**src/rtl/pm_wake_pkg.sv**
```systemverilog
package pm_wake_pkg;

    typedef enum logic [1:0] {
        DS_D0_UNINIT = 2'd0,
        DS_D0_ACTIVE = 2'd1,
        DS_D1        = 2'd2,
        DS_D3        = 2'd3
    } dstate_e;

    typedef struct packed {
        logic full;
        logic link;
    } pstate_t;

    localparam pstate_t PSTATE_IDLE = '{full: 1'b0, link: 1'b0};

    function automatic pstate_t encode_pstate(input dstate_e ds, input logic armed);
        pstate_t p;
        if (ds == DS_D0_ACTIVE) begin
            p.full = 1'b1;
            p.link = 1'b1;
        end else begin
            p.full = 1'b0;
            p.link = armed;
        end
        return p;
    endfunction

    function automatic logic [1:0] apply_polarity(input pstate_t p,
                                                  input logic inv_full,
                                                  input logic inv_link);
        return {p.full ^ inv_full, p.link ^ inv_link};
    endfunction

endpackage

```
**src/rtl/pm_rst_hold.sv**
```systemverilog
module pm_rst_hold #(
    parameter int RST_HOLD = 4
) (
    input  logic clk,
    input  logic pwr_good_i,
    output logic rst_o
);
    localparam int RW = (RST_HOLD < 1) ? 1 : $clog2(RST_HOLD + 1);
    localparam logic [RW-1:0] HOLD_V = RW'(RST_HOLD);

    logic [RW-1:0] hold_cnt;

    always_ff @(posedge clk) begin
        if (!pwr_good_i) begin
            hold_cnt <= '0;
        end else if (hold_cnt != HOLD_V) begin
            hold_cnt <= hold_cnt + 1'b1;
        end
    end

    assign rst_o = !pwr_good_i || (hold_cnt != HOLD_V);
endmodule

```
**src/rtl/pm_pme_latch.sv**
```systemverilog
module pm_pme_latch (
    input  logic clk,
    input  logic rst,
    input  logic wake_evt_i,
    input  logic pme_en_i,
    input  logic apme_en_i,
    input  logic pme_clr_i,
    input  logic pme_w1c_i,
    output logic pme_req_o
);
    logic qualify;
    logic clear;

    assign qualify = wake_evt_i && (pme_en_i || apme_en_i);
    assign clear   = pme_clr_i || pme_w1c_i;

    always_ff @(posedge clk) begin
        if (rst) begin
            pme_req_o <= 1'b0;
        end else if (qualify) begin
            pme_req_o <= 1'b1;
        end else if (clear) begin
            pme_req_o <= 1'b0;
        end
    end
endmodule

```
**src/rtl/pm_apm_pulse.sv**
```systemverilog
module pm_apm_pulse #(
    parameter int PULSE_CYCLES = 2_500_000
) (
    input  logic clk,
    input  logic rst,
    input  logic trig_i,
    output logic pulse_o
);
    localparam int CW = $clog2(PULSE_CYCLES + 1);
    localparam logic [CW-1:0] LOAD_V = CW'(PULSE_CYCLES);

    logic [CW-1:0] remain;

    always_ff @(posedge clk) begin
        if (rst) begin
            remain <= '0;
        end else if (trig_i) begin
            remain <= LOAD_V;
        end else if (remain != '0) begin
            remain <= remain - 1'b1;
        end
    end

    assign pulse_o = (remain != '0);
endmodule

```
**src/rtl/pm_state_enc.sv**
```systemverilog
module pm_state_enc
    import pm_wake_pkg::*;
(
    input  logic    clk,
    input  logic    rst,
    input  dstate_e dstate_i,
    input  logic    armed_i,
    input  logic    aux_pwr_i,
    output pstate_t pstate_o,
    output logic    aux_q_o
);
    always_ff @(posedge clk) begin
        if (rst) begin
            pstate_o <= PSTATE_IDLE;
            aux_q_o  <= 1'b0;
        end else begin
            pstate_o <= encode_pstate(dstate_i, armed_i);
            aux_q_o  <= aux_pwr_i;
        end
    end
endmodule

```
**src/rtl/pm_wake_ctrl.sv**
```systemverilog
module pm_wake_ctrl
    import pm_wake_pkg::*;
#(
    parameter int CLK_HZ   = 50_000_000,
    parameter int PULSE_US = 50_000,
    parameter int RST_HOLD = 4
) (
    input  logic       clk,
    input  logic       pwr_good_i,
    input  logic       aux_pwr_i,
    input  logic       wake_evt_i,
    input  logic       magic_pkt_i,
    input  logic       pme_en_i,
    input  logic       apme_en_i,
    input  logic       apm_wake_en_i,
    input  logic       inv_full_i,
    input  logic       inv_link_i,
    input  logic [1:0] dstate_i,
    input  logic       pme_clr_i,
    input  logic       pme_w1c_i,
    output logic       pme_n_o,
    output logic       apm_wake_o,
    output logic [1:0] pwr_state_o,
    output logic       glob_rst_o,
    output logic       aux_ok_o
);
    localparam int PULSE_CYCLES = (CLK_HZ / 1_000_000) * PULSE_US;

    logic    rst;
    logic    pme_req;
    logic    pulse;
    logic    aux_q;
    pstate_t pstate_q;
    pstate_t pstate_shown;

    pm_rst_hold #(.RST_HOLD(RST_HOLD)) u_rst (
        .clk        (clk),
        .pwr_good_i (pwr_good_i),
        .rst_o      (rst)
    );

    pm_pme_latch u_pme (
        .clk        (clk),
        .rst        (rst),
        .wake_evt_i (wake_evt_i),
        .pme_en_i   (pme_en_i),
        .apme_en_i  (apme_en_i),
        .pme_clr_i  (pme_clr_i),
        .pme_w1c_i  (pme_w1c_i),
        .pme_req_o  (pme_req)
    );

    pm_apm_pulse #(.PULSE_CYCLES(PULSE_CYCLES)) u_pulse (
        .clk     (clk),
        .rst     (rst),
        .trig_i  (magic_pkt_i && apm_wake_en_i),
        .pulse_o (pulse)
    );

    pm_state_enc u_enc (
        .clk       (clk),
        .rst       (rst),
        .dstate_i  (dstate_e'(dstate_i)),
        .armed_i   (pme_en_i || apme_en_i),
        .aux_pwr_i (aux_pwr_i),
        .pstate_o  (pstate_q),
        .aux_q_o   (aux_q)
    );

    assign pstate_shown = rst ? PSTATE_IDLE : pstate_q;

    assign glob_rst_o  = rst;
    assign pme_n_o     = !(pme_req && !rst);
    assign apm_wake_o  = pulse && !rst;
    assign aux_ok_o    = aux_q && !rst;
    assign pwr_state_o = apply_polarity(pstate_shown, inv_full_i, inv_link_i);
endmodule

```
**config.mk**
```make
export PLATFORM = sky130hd
export DESIGN_NAME = pm_wake_ctrl
export DESIGN_NICKNAME = d
export VERILOG_FILES = /design/src/rtl/pm_wake_pkg.sv /design/src/rtl/pm_rst_hold.sv /design/src/rtl/pm_pme_latch.sv /design/src/rtl/pm_apm_pulse.sv /design/src/rtl/pm_state_enc.sv /design/src/rtl/pm_wake_ctrl.sv
export SDC_FILE = /design/constraint.sdc
export NUM_CORES = 1
export LEC_CHECK = 0
export BUFFER_PORTS_ARGS = -buffer_cell sky130_fd_sc_hd__buf_4
export CORE_ASPECT_RATIO = 0.7
export CORE_MARGIN = 4
export CORE_UTILIZATION = 31
export CTS_BUF_LIST = sky130_fd_sc_hd__clkbuf_16
export DETAILED_ROUTE_END_ITERATION = 6
export PLACE_DENSITY = 0.52
export SLEW_MARGIN = 40
export SYNTH_ARGS = -nofsm -noshare
export SYNTH_HDL_FRONTEND = slang
export SYNTH_HIERARCHICAL = 1
export SYNTH_SLANG_ARGS = --single-unit
```
**constraint.sdc**
```tcl
create_clock -name clk -period 1.82 [get_ports clk]
set_input_delay 0.182 -clock clk [delete_from_list [all_inputs] [get_ports clk]]
set_output_delay 0.182 -clock clk [all_outputs]
set_load 0.005 [all_outputs]
```
# Yosys cells after proc, flatten, opt, wreduce, memory -nomap -nowiden
# Index checks and enable logic that the tools add are counted.
op_classes:
  add_sub_neg: 2
  n_eq_ne: 2
  n_mux: 6
  bitwise: 2
  reduce_logical: 15
ops:
  columns: ["op", "count"]
  rows:
  - ["22-bit two-way mux", 2]
  - ["22-bit nonzero test", 1]
  - ["22-bit by 1-bit subtractor with 22-bit output, second input constant", 1]
  - ["1-bit logical AND", 5]
  - ["2-bit two-way mux", 2]
  - ["2-bit nonzero test", 2]
  - ["3-bit by 1-bit adder with 3-bit output, second input constant", 1]
  - ["1-bit logical NOT", 3]
  - ["1-bit logical OR", 3]
  - ["3-bit inequality test, second input constant", 1]
  - ["2-bit by 1-bit equality test with 1-bit output, second input constant", 1]
  - ["1-bit two-way mux", 2]
  - ["2-bit OR reduction", 1]
  - ["1-bit XOR", 2]
totals:
  regBits: 29
  in_bits: 14
  output_inout_bits: 6
  word_cells: 34

# Longest topological paths before layout
# Gate-level depths: netlist (run 1).
logic_depth:
  depth_word: 5
  ltp_mapped: 8
  depth_no_buf: 7

# Modules after synthesis
# The synthesis (run 1) kept the hierarchy.
modules_own_cells:
  columns: ["mod", "instances", "cells_each", "area_each_um2", "seq_area_each_um2"]
  rows:
  - ["pm_apm_pulse", 1, 127, 1081.0, 440.4]
  - ["pm_rst_hold", 1, 18, 152.6, 60.1]
  - ["pm_state_enc", 1, 8, 96.3, 60.1]
  - ["pm_wake_ctrl", 1, 9, 73.8, 0.0]
  - ["pm_pme_latch", 1, 4, 38.8, 20.0]

# Least setup slack after synthesis (run 1)
# No wires, ideal clock.
synth_timing:
  kind: "register to register"
  from: "register u_pulse.remain[0]"
  to: "register u_pulse.remain[21]"
  setup_ns: 0.074
  t_arrival_ns: 1.856
  setup_slack_ns: -0.111
  stages_incl_launch_ff: 9
  period_less_slack_ns: 1.931
  cell_sequence: "dfxtp_1 > inv_1 > ha_1 > nor4b_1 > nand4_1 > o211ai_1 > clkbuf_2 > o21ai_0 > a31oi_1"
synth_via:
  elab_chain_len: 3
synth_lines:
  columns: ["item", "line_no", "rtl"]
  rows:
  - ["start, declared", "pm_apm_pulse.sv:12", "logic [CW-1:0] remain;"]
  - ["start signal, assigned", "pm_apm_pulse.sv:20", "remain <= remain - 1'b1;"]
  - ["22-bit by 1-bit subtractor with 22-bit output", "pm_apm_pulse.sv:20", null]
  - ["22-bit two-way mux", "pm_apm_pulse.sv:19", "end else if (remain != '0) begin"]
  - ["22-bit two-way mux", "pm_apm_pulse.sv:17", "end else if (trig_i) begin"]
# Several ways; a longest one is shown, not always the timed one. The select of a mux whose other input is x is not followed.
# A chain may end at the register's enable or synchronous reset.

# Final worst setup path (run 1)
layout_timing:
  from: "register u_pulse.remain[11]"
  to: "output apm_wake_o"
layout_via:
  elab_chain_len: 2
layout_lines:
  columns: ["item", "line_no", "rtl"]
  rows:
  - ["22-bit nonzero test", "pm_apm_pulse.sv:24", "assign pulse_o = (remain != '0);"]
  - ["named net pulse", "pm_wake_ctrl.sv:31", "logic pulse;"]
  - ["1-bit logical AND", "pm_wake_ctrl.sv:74", "assign apm_wake_o = pulse && !rst;"]
  - ["end, declared", "pm_wake_ctrl.sv:22", "output logic apm_wake_o,"]
# The timed path passes the listed nets, and every way through them passes these cells.

==> parameters.txt, run 1 <==
Parameter                              Value

Status
  Violations in the final reports    negative setup slack
  Result of the run    finished with violations

Critical path
  Peak fanout along the critical path    4
  Critical path data arrival time    about 1.8 ns
  Crit. End Element    output port
  Worst EP required    between 1.5 and 2 ns
  Source of the critical timing path    u_pulse/remain[11]
  R2R cell count    10
  Largest incremental delay on the critical path    0.39 ns
  Crit start category    flop
  Critical register-to-register path startpoint    u_pulse/remain[0]
  Reg2reg setup slack    -0.09 ns
  Crit path kind    reg -> out
  Slowest CP cell    nor3_1
  End of the worst register-to-register path    u_pulse/remain[19]
  Worst path cell trace    nor3_1, nand4_1, or2_4, and2b_2, buf_6

Finish
  NumNets Final    246
  Area growth from synthesis to final layout    59.4%
  Count of fill cells added during filler insertion    approximately 400
  N_diodes    0
  Layout cells sized above 1    between 40% and 50%
  Post-route cell area    roughly 0.0023 mm^2

Hold path
  Tightest Hold Check Type    in -> reg
  Hold path cells    2
  Worst Hold Endpoint    u_enc/aux_q_o
  Startpoint of the worst hold path    aux_pwr_i

Clock network
  Clock tree root buffer cell    clkbuf_16
  CTS max path bufs    2
  Clock tree from TritonCTS    built
  Register clock-pin slew on the reported worst setup and hold paths    0.05 ns
  Sinks on the clock net    29
  Clock Latency Late Sink    approximately 0.27 ns
  Maximum level of the CTS H-tree    2
  Post-cts hold buffer count    0
  Clock buffer count from CTS    5

Place
  Final GP Congestion    0.793
  Pre-CTS setup slack    -0.152 ns
  HPWL after detailed placement    ~2600 um
  Number of I/O port buffers    19
  Placed inst area    around 0.0018 mm^2

Timing
  Upper clock frequency limit    between 0.5 and 0.6 GHz
  Clock skew    0.00255 ns
  Relative slew slack    about 72%
  Post-route clock period utilization    109%
  Transition time of the tightest slew-check pin    0.418 ns
  Unrepaired setup endpoints after global routing    yes
  Final setup violating endpoints    4
  Final Worst Setup Slack    -0.161 ns
  Hold Vio Cnt, Final    0
  Final critical path time including I/O delays and setup    a little under 2 ns
  Final Max Tran Viols    0

Global route
  Number of antenna violations at the first check in global routing    0
  Overall Global Routing Usage    between 10% and 20%
  Largest net degree at the start of global routing    15
  Overflow left after global routing    0
  Global-route wire length before repair    6760 um
  Number of global-route vias before repair    1,484

Power and ir drop
  Peak supply drop    about 530 uV
  Static Leakage    about 0.00098 uW
  Power density of the placed cells    717 mW/mm^2

Synth
  Top cells by count, synth    29 x dfxtp_1, 15 x nor2_1, 11 x o21ai_0
  Sequential share of the synthesized area    approximately 40%
  Top flip-flop cell by instance count after synthesis    dfxtp_1
  Netlist cell types    38
  Post-synth ARST share    0%
  Total number of yosys warnings    6
  Count of flip-flops with a built-in enable after synthesis    0
  Register bit total from synthesis    29
  Leading area contributor after synthesis    dfxtp_1
  Leading post-synthesis cells by cell area    dfxtp_1 40%, xor2_1 5.5%, nor2_1 3.9%
  Top-count cell post-synth    dfxtp_1
  Post-synthesis cell area    ~0.0014 mm^2
  Average size of a mapped cell    around 8.7 um^2
  Number of instances in the synthesized netlist    ~170
  Portion of synthesized cell area occupied by the leading cell type    about 40%
  Net count of the mapped netlist    around 180

Floorplan
  Starting Density    32.8%
  Count of pins on the block boundary    20
  Number of core rows    20
  Total die area    0.00583 mm^2
  Floorplan Core Area    around 0.0044 mm^2
  Die extent in y    around 65 um
  Width of the die    about 90 um

Route
  Total detailed-routing wirelength    about 4000 um
  Vias/cell    just over 5
  Detailed-router iteration count before antenna repair    4
  Routed len/inst    approximately 14 um
  Remaining design rule violation count    0
  Antenna-violating nets left    0
  Total number of vias    approximately 1.4k
  DRC marker count from the first detailed-route iteration    95

Job
  Max-cap violation count    0
==> through the flow <==
stage	TNS [ns]	std cells	hold WS, ns	util (%)	power (uW)
after global routing	-1.11	282	0.169	52.2	1730
after global placement	-0.153	261	0.398	41.8	849
after detailed placement	-0.496	261	0.399	41.8	857
after floorplan	-0.0952	166	0.299	-	784
final	-0.341	282	0.132	52.2	1650
after CTS	-0.222	281	0.118	50.3	1650
==> cell usage in the layout, fill, tap and decap left out, drive strengths merged <==
cell type	instances
dfxtp	29
o21ai	11
nor2b	1
or3	10
xor2	9
nor4	3
a21oi	11
nand4	2
and3	3
inv	7
nand2	5
nor2	15
ha	4
o31ai	2
clkinv	1
nor3	6
a31oi	5
mux2i	1
and2b	2
and2	2
nor4b	2
nor3b	1
a211oi	1
nand3	5
or3b	1
o21a	1
xnor2	6
clkbuf	5
nand2b	4
o211ai	4
or4	3
buf	61
or2	4
==> layer usage <==
metal | track usage [%] | share of wire (%) | vias to the layer above
li1 | - | - | 711
met1 | 18.2 | 46 | 682
met2 | 24.8 | 48 | 18
met3 | 4.96 | 2.9 | 8
met4 | 8.36 | 2.9 | 0
met5 | 0 | 0 | -
==> state kept, by name, summed over array words and instances, names as in the netlist <==
name and count:
u_enc/aux_q_o 1, u_enc/pstate_o 2, u_pme/pme_req_o 1, u_pulse/remain 22, u_rst/hold_cnt 3
==> cell type report <==
cell class	instances	area, um^2	area share, %
clock buffers	5	125	5.44
inverters	7	26.3	1.14
flip-flops and latches	29	587	25.5
repair buffers	61	492	21.4
well taps	55	68.8	2.99
clock inverters	1	5.00	0.218
multi-input cells	124	996	43.3
==> kinds of logic after synthesis <==
logic type | after synthesis | share of synthesized area, %
AO/OA/AOI/OAI | 35 | 14.2
XOR/XNOR | 15 | 9.11
adder cells (fa/ha/maj) | 4 | 3.47
AND/OR/NAND/NOR | 69 | 28.4
buffers and inverters | 13 | 3.82
multiplexers | 1 | 0.694
flip-flops | 29 | 40.2
==> timing repair <==
| action | 4_1_cts | 5_1_grt |
|---|---|---|
| gates resized for setup | 31 | 20 |
| pin swaps | 15 | 24 |
| setup endpoints to repair | 10 | 25 |
| setup buffers | 14 | 5 |
==> worst max-delay path by stage <==
stage,end,slack [ns],cells past startpoint
after detailed placement,u_pulse/remain[15],-0.15,6
after global placement,u_pulse/remain[15],-0.07,6
after global routing,apm_wake_o,-0.21,5
after CTS,apm_wake_o,-0.10,7
final,apm_wake_o,-0.16,5
after floorplan,u_pulse/remain[17],-0.1,5
==> report_power, final <==
| part | leakage (uW) | switching [uW] | internal, uW |
|---|---|---|---|
| clock network | 0.0000655 | 258 | 485 |
| logic | 0.000677 | 111 | 136 |
| registers | 0.000237 | 11.4 | 649 |
| total | 0.000979 | 380 | 1270 |
==> critical path: cells and delay by family, from the launching register on <==
kind                   cells  cell delay [ns]
DFF                        1             0.33
buffers and inverters      1             0.11
and+or+nand+nor            4             1.09
No activity file was read; power rests on OpenSTA's default activity.
==> inputs of run 2 (changes only) <==
--- a/config.mk
+++ b/config.mk
@@ -5,14 +5,12 @@
 export SDC_FILE = /design/constraint.sdc
 export NUM_CORES = 1
 export LEC_CHECK = 0
-export BUFFER_PORTS_ARGS = -buffer_cell sky130_fd_sc_hd__buf_4
 export CORE_ASPECT_RATIO = 0.7
 export CORE_MARGIN = 4
 export CORE_UTILIZATION = 31
 export CTS_BUF_LIST = sky130_fd_sc_hd__clkbuf_16
 export DETAILED_ROUTE_END_ITERATION = 6
-export PLACE_DENSITY = 0.52
-export SLEW_MARGIN = 40
+export DONT_BUFFER_PORTS = 1
 export SYNTH_ARGS = -nofsm -noshare
 export SYNTH_HDL_FRONTEND = slang
 export SYNTH_HIERARCHICAL = 1
==> parameters.txt, run 2 (same netlist as run 1, synthesis figures left out) <==
Parameter                              Value

Power and ir drop
  Combinational share of power    ~12%
  Share of total power in sequential cells    approximately 37%
  Peak supply drop    between 400 and 500 uV
  Net Sw Power    390 uW
  Proportion of power drawn by the clock network    50.8%
  Design internal power    1400 uW
  Power density of the placed cells    807 mW/mm^2
  Switching Fraction    a little over a fifth
  Static Leakage    roughly 0.0009 uW

Route
  Total detailed-routing wirelength    approximately 3800 um
  Vias/cell    5.04
  Routed len/inst    ~14 um
  Remaining design rule violation count    0
  Total number of vias    1,351
  Detailed-routed wire length on met2    about 1700 um
  Top layer reached by signal wires    met4
  DRC marker count from the first detailed-route iteration    87
  Detailed-router iteration count before antenna repair    4
  Amount of wire on met3 after detailed routing    194 um
  Antenna-violating nets left    0
  Routed metal-1 wirelength    between 1500 and 2000 um

Timing
  Upper clock frequency limit    around 0.53 GHz
  Final Max Tran Viols    0
  Hold Vio Cnt, Final    0
  Transition time of the tightest slew-check pin    0.352 ns
  Unrepaired setup endpoints after global routing    yes
  Relative slew slack    between 70% and 80%
  Final critical path time including I/O delays and setup    about 1.9 ns
  Post-route clock period utilization    104%
  Final Worst Setup Slack    -0.0683 ns
  Final setup violating endpoints    6
  Clock skew    around 0.0051 ns

Global route
  Overflow left after global routing    0
  Overall Global Routing Usage    ~14%
  Number of global-route vias before repair    1,296
  Number of antenna violations at the first check in global routing    0
  Global-route wire length before repair    approximately 6000 um
  Largest net degree at the start of global routing    19

Status
  Result of the run    finished with violations
  Violations in the final reports    negative setup slack

Place
  Cell Count Post-Placement    ~250
  HPWL after detailed placement    ~2300 um
  Final GP Congestion    0.753
  Pre-CTS setup slack    -0.107 ns
  Number of I/O port buffers    0

Job
  Max-cap violation count    0

Clock network
  Sinks on the clock net    29
  Post-cts hold buffer count    0
  Clock tree from TritonCTS    built
  Clock tree root buffer cell    clkbuf_16
  Clock Latency Late Sink    approximately 0.28 ns
  Clock buffer count from CTS    5
  CTS max path bufs    2
  Maximum level of the CTS H-tree    2
  Register clock-pin slew on the reported worst setup and hold paths    about 0.050 ns

Finish
  Largest regs    u_pulse/remain: 22 flops, u_rst/hold_cnt: 3 flops, u_enc/pstate_o: 2 flops
  Area growth from synthesis to final layout    53.5%
  NumNets Final    230
  Commonest non-fill, non-tap cell in the layout    buf_4
  Layout cells sized above 1    46.0%
  N_diodes    0
  Largest reg by FF count    u_pulse/remain
  Count of fill cells added during filler insertion    about 400
  Core Util, Final    slightly above 50%
  Commonest cells after routing, fill and taps aside    36 x buf_4, 24 x dfxtp_1, 15 x nor2_1
  Non-filler instance count after layout    around 270
  Flip-flop count of the largest register after layout    22

Floorplan
  Total die area    between 0.005 and 0.006 mm^2
  Starting Density    about a third
  Die extent in y    around 65 um
  Width of the die    roughly 90 um
  Count of pins on the block boundary    20
  Number of core rows    20
  Floorplan Core Area    around 0.0044 mm^2

Critical path
  Crit start category    flop
  Crit. End Element    output port
  Critical path data arrival time    1.71 ns
  Reg2reg setup slack    -0.06 ns
  Worst EP required    1.64 ns
  Peak fanout along the critical path    3
  Crit path kind    reg -> out

Hold path
  Tightest Hold Check Type    in -> reg
[run 2: critical path: stages (launching register included)]
cell     delay, ns
dfxtp_2       0.32
inv_2         0.07
ha_4          0.13
nor4b_4       0.24
nand4_1       0.19
or2_4         0.27
and2b_2       0.20
[run 2: through the flow]
stage	TNS, ns	hold WS (ns)	area (um^2)	power, uW
finish	-0.238	0.0296	2210	1790
global route	-1.06	0.0349	2210	1850
CTS	-0.0156	0.0241	2050	1770
detailed placement	-0.194	0.309	1740	825
global placement	-0.173	0.302	1740	826
floorplan	-0.0952	0.299	1460	784
[run 2: worst paths after layout]
| path | endpoint | depth (start not counted) | start |
|---|---|---|---|
| worst max-delay path | apm_wake_o | 6 | u_pulse/remain[0] |
| worst min-delay path | u_rst/hold_cnt[0] | 1 | pwr_good_i |
| worst max register to register | u_pulse/remain[17] | 9 | u_pulse/remain[3] |
| worst min register to register | u_rst/hold_cnt[1] | 2 | u_rst/hold_cnt[1] |
[run 2: timing repair]
item | 4_1_cts | 5_1_grt
pin swaps | 8 | 16
setup endpoints to repair | 5 | 21
buffers inserted | 11 | 4
resized for setup | 17 | 40
cloned | 1 | 0
[run 2: per-layer routing]
layer	track usage [%]	vias up
met2	18.8	37
met3	3.56	5
met1	19.6	627
met5	0	-
li1	-	682
met4	6.13	0
[run 2: final cells by class]
class	count	area, um^2	share of cell area (%)
multi-input cells	124	1000	45.4
repair buffers	45	365	16.5
clock inverters	3	37.5	1.69
well taps	55	68.8	3.11
flip-flops and latches	29	587	26.5
clock buffers	5	125	5.65
inverters	7	26.3	1.19
[run 2: power groups by stage]
stage	Sequential, uW	Clock [uW]	Combinational (uW)
6_report	659	909	220
3_3_place_gp	670	0	155
2_1_floorplan	669	0	115
4_1_cts	658	929	184
3_5_place_dp	670	0	155
5_1_grt	659	952	243
